$ cat src/rtl/tmr_pkg.sv
package tmr_pkg;
  localparam int BYTE_W  = 8;
  localparam int ADDR_W  = 2;
  localparam int OVF_BIT = 7;

  typedef enum logic [ADDR_W-1:0] {
    RG_CNT_HI = 2'd0,
    RG_CNT_LO = 2'd1,
    RG_FLAGS  = 2'd2,
    RG_NONE   = 2'd3
  } reg_sel_e;
endpackage

$ cat src/rtl/tmr_bus_dec.sv
module tmr_bus_dec
  import tmr_pkg::*;
(
  input  logic              bus_sel,
  input  logic              bus_wr,
  input  logic [ADDR_W-1:0] bus_addr,
  input  logic [BYTE_W-1:0] bus_wdata,
  output reg_sel_e          rd_sel,
  output logic              cnt_touch,
  output logic [BYTE_W-1:0] clr_mask
);
  always_comb begin
    rd_sel = reg_sel_e'(bus_addr);
    cnt_touch = bus_sel && (rd_sel == RG_CNT_HI || rd_sel == RG_CNT_LO);
    clr_mask = (bus_sel && bus_wr && rd_sel == RG_FLAGS) ? bus_wdata : '0;
  end
endmodule

$ cat src/rtl/tmr_counter.sv
module tmr_counter #(
  parameter int CNT_W = 16
) (
  input  logic             clk,
  input  logic             rst_n,
  input  logic             cnt_en,
  input  logic             tick,
  input  logic             cmp_rst_en,
  input  logic [CNT_W-1:0] cmp_val,
  output logic [CNT_W-1:0] cnt_q,
  output logic             ovf_evt
);
  localparam logic [CNT_W-1:0] CNT_MAX = '1;

  logic step;
  logic cmp_hit;

  always_comb begin
    step    = cnt_en && tick;
    cmp_hit = cmp_rst_en && (cnt_q == cmp_val);
    ovf_evt = step && !cmp_hit && (cnt_q == CNT_MAX);
  end

  always_ff @(posedge clk or negedge rst_n) begin
    if (!rst_n)      cnt_q <= '0;
    else if (step)   cnt_q <= cmp_hit ? '0 : cnt_q + 1'b1;
  end
endmodule

$ cat src/rtl/tmr_flag_reg.sv
module tmr_flag_reg
  import tmr_pkg::*;
(
  input  logic              clk,
  input  logic              rst_n,
  input  logic              ovf_evt,
  input  logic              fast_clr,
  input  logic [BYTE_W-1:0] clr_mask,
  output logic [BYTE_W-1:0] flag_q
);
  for (genvar b = 0; b < BYTE_W; b++) begin : g_bit
    logic set_src;
    if (b == OVF_BIT) begin : g_ovf
      assign set_src = ovf_evt;
    end else begin : g_rsvd
      assign set_src = 1'b0;
    end

    always_ff @(posedge clk or negedge rst_n) begin
      if (!rst_n)                      flag_q[b] <= 1'b0;
      else if (set_src)                flag_q[b] <= 1'b1;
      else if (fast_clr || clr_mask[b]) flag_q[b] <= 1'b0;
    end
  end
endmodule

$ cat src/rtl/tmr_ovf_unit.sv
module tmr_ovf_unit
  import tmr_pkg::*;
#(
  parameter int CNT_W = 16
) (
  input  logic              clk,
  input  logic              rst_n,
  input  logic              cnt_en,
  input  logic              tick,
  input  logic              cmp_rst_en,
  input  logic [CNT_W-1:0]  cmp3_val,
  input  logic              fast_clr_en,
  input  logic              ovf_irq_en,
  input  logic              bus_sel,
  input  logic              bus_wr,
  input  logic [ADDR_W-1:0] bus_addr,
  input  logic [BYTE_W-1:0] bus_wdata,
  output logic [BYTE_W-1:0] bus_rdata,
  output logic              ovf_irq
);
  localparam int RD_W = 2 * BYTE_W;

  logic [CNT_W-1:0]  cnt_q;
  logic              ovf_evt;
  logic [BYTE_W-1:0] flag_q;
  logic [BYTE_W-1:0] clr_mask;
  logic              cnt_touch;
  reg_sel_e          rd_sel;
  logic [RD_W-1:0]   cnt_ext;

  tmr_bus_dec u_dec (
    .bus_sel   (bus_sel),
    .bus_wr    (bus_wr),
    .bus_addr  (bus_addr),
    .bus_wdata (bus_wdata),
    .rd_sel    (rd_sel),
    .cnt_touch (cnt_touch),
    .clr_mask  (clr_mask)
  );

  tmr_counter #(.CNT_W(CNT_W)) u_cnt (
    .clk        (clk),
    .rst_n      (rst_n),
    .cnt_en     (cnt_en),
    .tick       (tick),
    .cmp_rst_en (cmp_rst_en),
    .cmp_val    (cmp3_val),
    .cnt_q      (cnt_q),
    .ovf_evt    (ovf_evt)
  );

  tmr_flag_reg u_flags (
    .clk      (clk),
    .rst_n    (rst_n),
    .ovf_evt  (ovf_evt),
    .fast_clr (fast_clr_en && cnt_touch),
    .clr_mask (clr_mask),
    .flag_q   (flag_q)
  );

  always_comb begin
    cnt_ext = RD_W'(cnt_q);
    unique case (rd_sel)
      RG_CNT_HI: bus_rdata = cnt_ext[RD_W-1:BYTE_W];
      RG_CNT_LO: bus_rdata = cnt_ext[BYTE_W-1:0];
      RG_FLAGS:  bus_rdata = flag_q;
      default:   bus_rdata = '0;
    endcase
    ovf_irq = flag_q[OVF_BIT] && ovf_irq_en;
  end
endmodule

$ cat config.mk
export PLATFORM = sky130hd
export DESIGN_NAME = tmr_ovf_unit
export DESIGN_NICKNAME = d
export VERILOG_FILES = /design/src/rtl/tmr_pkg.sv /design/src/rtl/tmr_bus_dec.sv /design/src/rtl/tmr_counter.sv /design/src/rtl/tmr_flag_reg.sv /design/src/rtl/tmr_ovf_unit.sv
export SDC_FILE = /design/constraint.sdc
export NUM_CORES = 1
export LEC_CHECK = 0
export BUFFER_PORTS_ARGS = -buffer_cell sky130_fd_sc_hd__buf_2
export CELL_PAD_IN_SITES_DETAIL_PLACEMENT = 1
export CELL_PAD_IN_SITES_GLOBAL_PLACEMENT = 2
export CORE_MARGIN = 3
export CORE_UTILIZATION = 31
export CTS_BUF_LIST = sky130_fd_sc_hd__clkbuf_4 sky130_fd_sc_hd__clkbuf_8
export CTS_CLUSTER_SIZE = 28
export DETAILED_ROUTE_END_ITERATION = 16
export PLACE_DENSITY_LB_ADDON = 0.1
export SLEW_MARGIN = 20
export SYNTH_ARGS = -nofsm -noshare
export SYNTH_HDL_FRONTEND = slang
export SYNTH_SLANG_ARGS = --single-unit
$ cat constraint.sdc
create_clock -name clk -period 4.5 [get_ports clk]
set_input_delay 0.675 -clock clk [delete_from_list [all_inputs] [get_ports clk]]
set_output_delay 0.675 -clock clk [all_outputs]
set_load 0.05 [all_outputs]
Yosys cells after proc, flatten, opt, wreduce, memory -nomap -nowiden. Index checks and enable logic that the tools add are counted.

Register bits after elaboration: 17. Input port bits: 35. Output and inout bits: 9.

Add/sub/neg operators: 1. Equal/unequal tests: 4. Muxes and demuxes: 5. Reduce and logical (&&, ||, !) cells: 14.

Operators with widths (number): one-hot mux 8 bit (3 select lines) (1); adder 16 x 1 -> 16 bit (second input constant) (1); == test 16 bit (1); == test 16 bit (second input constant) (1); 2-to-1 mux 16 bit (1); logical AND 1 bit (9); 2-to-1 mux 8 bit (1); == test 2 x 1 -> 1 bit (second input constant) (1); == test 2 bit (second input constant) (1); zero test 2 bit (1); logical OR 1 bit (2); 2-to-1 mux 1 bit (2); nonzero test 2 bit (1); zero test 1 bit (1).

Depth between registers and ports, before layout.
Depth after elaboration: 7. Mapped depth: 6. Depth with buffers taken out: 6.

Modules after synthesis. A second synthesis with hierarchy kept.

Cell total of the unflattened synthesis: 166. Area, all modules: 1488.9 um^2.

By module, submodules not included: tmr_counter (times used 1, cells an instance 121, area an instance 1093.5 um^2); tmr_ovf_unit (times used 1, cells an instance 22, area an instance 210.2 um^2); tmr_bus_dec (times used 1, cells an instance 12, area an instance 92.6 um^2); tmr_flag_reg (times used 1, cells an instance 11, area an instance 92.6 um^2).

Worst setup path after synthesis. Ideal clock, no wire load.

Kind: input port to output port. Start point: in bus_addr[1]. End point: out bus_rdata[7]. Arrival: 2.136 ns. Required time: 3.825 ns. Path slack: 1.689 ns. Cell stages on the path: 3. Path buffers: 1. Path through: clkbuf_1 mux2i_1 o21ai_0.

Word-level cells in the longest chain between the ends: 2. Elaborated cells between the ends (all ways): 4.

RTL lines: start, declared (RTL line tmr_ovf_unit.sv:16) `input logic [ADDR_W-1:0] bus_addr,`; == test 2 bit, or another cell as far along (RTL line tmr_ovf_unit.sv:63) `unique case (rd_sel)`; one-hot mux 8 bit (3 select lines) * (RTL line tmr_ovf_unit.sv:63); end, declared (RTL line tmr_ovf_unit.sv:18) `output logic [BYTE_W-1:0] bus_rdata,`.

Every way passes the cells marked *; elsewhere a longest branch is shown, timed or not.

Worst setup path in the final report. Same ends and word-level chain as after synthesis.

==> summary.md <==
| Metric | Value |
|---|---|
| Outcome | `finished, final reports clean` |
| Total grt overflow | `0` |
| Endpoints failing setup | `0` |
| Final worst setup slack | `about 2.4 ns` |
| CTS Hold Bufs | `0` |
| IO Port Bufs | `36` |
| Remaining antenna violation count after routing | `0` |
| CP Cell Sequence | `buf_2 -> mux2i_1 -> o21ai_0 -> buf_2` |
| Post-Synth Adder-Cell Area | `1.03%` |
| Worst R2R Path Depth | `5` |
| Router iterations before antenna repair | `4` |
| Xor/xnor share of the synthesized area | `around a fifth` |
| Final period util | `between 40% and 50%` |
| Worst Clk Skew | `roughly 0.0020 ns` |
| Compound-Gate Fraction of Synth Area | `4.42%` |
| IO Count | `between 40 and 50` |
| Fin. Hold Viols | `0` |
| RSZ-0062 raised after global routing | `false` |
| Worst-skew pair later-pin latency | `0.25 ns` |
| Largest family of logic cells by synthesized area | `simple AND/OR/NAND/NOR gates` |
| Layout cells sized above 1 | `26.6%` |
| Reg power frac | `a little under half` |
| P_int | `about 270 uW` |
| Clock Power Share | `30.3%` |
| Syn_area_per_cell | `9.02 um2` |
| Synthesized flop and latch total | `17` |
| Switching share of power | `33.0%` |
| DR WL/cell | `15.9 um` |
| Postcts setup bufs | `0` |
| Clk buf depth | `2` |
| Core area | `about 0.0037 mm2` |
| Reg2reg end | `u_cnt.cnt_q[7]$_DFFE_PN0P_` |
| Slowest-stage cell, CP | `buf_2` |
| Diode count | `0` |
| Slew HR | `68.0%` |
| Crit path largest cell delay | `slightly below 0.3 ns` |
| Clock Sinks | `17` |
| Root Driver | `clkbuf_8` |
| Distinct cells, synth | `31` |
| Pleak | `between 0.7 and 0.8 nW` |
| Synth Area in Simple Gates | `around 30%` |
| Antenna violations before repair | `0` |
| Fin crit period | `between 2 and 2.5 ns` |
| Crit end category | `primary output` |
| Post-Syn Area | `0.00122 mm2` |
| FMAX | `467 MHz` |
| CP dominant cell by count | `buf_2` |
| WP data arrival | `approximately 1.5 ns` |
| Post-DP HPWL | `approximately 2.7 mm` |
| Buf/Inv on CP | `2` |
| Die H | `between 60 and 70 um` |
| Routability cong. | `around 0.76` |
| TNS Setup | `0 ns` |
| Clock slew at reported path FFs | `about 0.07 ns` |
| Post-cts gate resize count | `0` |
| Worst VDD drop | `~0.11 mV` |
| CP top delay family | `buffers and inverters` |
| H-tree Lvls | `1` |
| Mux contribution to synthesized area | `6.58%` |
| Vias per cell | `approximately 5` |
| Post-Place Worst Slack | `between 2 and 2.5 ns` |
| Filler Cell Count | `between 400 and 500` |
| CP startpoint | `bus_addr[1]` |
| Critical path depth in cells | `4` |
| Reg-to-Reg Start | `u_cnt.cnt_q[2]$_DFFE_PN0P_` |
| Count of non-filler cells in the finished layout | `217` |
| WS Path Type | `input pin to primary output` |
| Final WL | `roughly 3.5 mm` |
| DRC | `0` |
| Layout Nets | `between 200 and 250` |
| Mapped Nets | `around 170` |
| Number of global-route vias before repair | `between 1000 and 1500` |
| Worst slew pin tran | `approximately 0.48 ns` |
| CTS Buf Count | `3` |
| Vias | `1099` |
| Pwr dens | `275 mW/mm2` |
| Largest net degree at the start of global routing | `18` |
| Hold_ws | `between 0.3 and 0.4 ns` |
| Inst Count DP | `213` |
| Die area | `between 0.004 and 0.005 mm2` |
| Gr usage total | `around 16%` |
| Max-slew violations | `0` |
| Die X | `~70 um` |
| Area Overhead vs Synth | `20.6%` |
| Logic pwr share | `approximately 23%` |
| Crit start category | `input pin` |
| R2r setup slk | `~2.6 ns` |
| Hold Crit Class | `input pin to async pin` |
| CP endpoint | `bus_rdata[7]` |
| Post-Syn Instances | `135` |
| Max Cap Viol | `0` |
| DRT iter0 DRCs | `30` |
| Max FO, Critical Path | `11` |
| WP data required | `between 3 and 4 ns` |
| Synth warn | `0` |
| P_sw | `133 uW` |
| CTS tree | `built` |
| Initial Util | `32.8%` |
| First-pass GRT wire length | `around 5.7 mm` |
| Rows | `22` |
| Register area share after synthesis | `about a third` |
## registers in the layout, indices dropped and copies added, names as in the netlist
register and count:
u_cnt.cnt_q 16, u_flags.flag_q 1
## synthesized netlist by cell type
cell | count | area [um2]
mux2i_1 | 8 | 80.1
nand2_1 | 5 | 18.8
nor3_2 | 1 | 10.0
nor3_1 | 5 | 25.0
xnor2_1 | 4 | 35.0
nand3_1 | 9 | 45.0
o21ai_1 | 1 | 5.00
buf_6 | 2 | 22.5
nor4_2 | 2 | 25.0
nor2b_1 | 1 | 6.26
inv_1 | 1 | 3.75
clkbuf_1 | 3 | 11.3
o31ai_1 | 1 | 7.51
a31oi_1 | 1 | 6.26
and4_1 | 4 | 35.0
ha_1 | 1 | 12.5
dfrtp_1 | 17 | 425
nor3_4 | 1 | 16.3
and2_1 | 4 | 25.0
nor2_1 | 23 | 86.3
nor4_1 | 1 | 6.26
o21ai_0 | 4 | 20.0
nand4b_1 | 1 | 8.76
o211ai_1 | 1 | 7.51
nand3b_1 | 1 | 7.51
a21o_1 | 1 | 7.51
buf_2 | 1 | 5.00
xor2_1 | 22 | 193
and3_1 | 5 | 31.3
nand3_2 | 1 | 10.0
nand4_1 | 3 | 18.8
## per-stage QoR
| stage | area, um2 | total power, mW | util (%) |
|---|---|---|---|
| after CTS | 1470 | 0.411 | 39.5 |
| after global placement | 1420 | 0.280 | 38.2 |
| after floorplan | 1220 | 0.249 | - |
| after detailed placement | 1420 | 0.286 | 38.2 |
| final | 1470 | 0.403 | 39.5 |
| after global routing | 1470 | 0.431 | 39.5 |
## worst min path at each step
stage	end	slack [ns]	depth (start not counted)
4_1_cts	u_flags.flag_q[7]$_DFFE_PN0P_	0.36	1
2_1_floorplan	u_cnt.cnt_q[0]$_DFFE_PN0P_	0.38	0
3_5_place_dp	u_flags.flag_q[7]$_DFFE_PN0P_	0.51	2
5_1_grt	u_flags.flag_q[7]$_DFFE_PN0P_	0.37	1
3_3_place_gp	u_flags.flag_q[7]$_DFFE_PN0P_	0.50	2
6_report	u_cnt.cnt_q[12]$_DFFE_PN0P_	0.35	1
## kinds of logic (layout without fill, tap and decap cells)
family / after synthesis / in the layout
flip-flops: 17 / 17
adder cells (fa/ha/maj): 1 / 1
XOR/XNOR: 26 / 26
multiplexers: 8 / 8
AND/OR/NAND/NOR: 67 / 67
AO/OA/AOI/OAI: 9 / 9
buffers and inverters: 7 / 41
## area by class of cell
| cell class | instances | area, um2 | share of cell area (%) |
|---|---|---|---|
| multi-input combinational | 111 | 749 | 51.1 |
| tap | 48 | 60.1 | 4.09 |
| sequential | 17 | 425 | 29.0 |
| timing repair buffer | 36 | 180 | 12.3 |
| clock buffer | 4 | 48.8 | 3.32 |
| inverter | 1 | 3.75 | 0.256 |
## power groups by stage
stage          registers [mW]  logic (mW)  clock network, mW
6_report                0.189      0.0917              0.122
2_1_floorplan           0.180      0.0691                  0
4_1_cts                 0.189      0.0944              0.128
3_3_place_gp            0.190      0.0891                  0
3_5_place_dp            0.192      0.0941                  0
5_1_grt                 0.192       0.101              0.138
## placed cells by master (no fill, tap or decap), drive strengths merged
master and n:
o21ai 5, nor2 23, nor2b 1, nand4 3, nor4 3, nand3b 1, o211ai 1, xnor2 4
and4 4, nor3 7, nand3 10, xor2 22, o31ai 1, a31oi 1, mux2i 8, and2 4
buf 36, dfrtp 17, inv 1, ha 1, and3 5, nand2 5, nand4b 1, a21o 1
clkbuf 4
## layer usage
metal  vias up  track usage [%]  wire [um]
li1        534                -          -
met1       537             19.5       1540
met2        24             29.6       1730
met3         4             2.59        152
met4         0             5.71         29
met5         -                0          0
(Power assumes the default switching activity.)
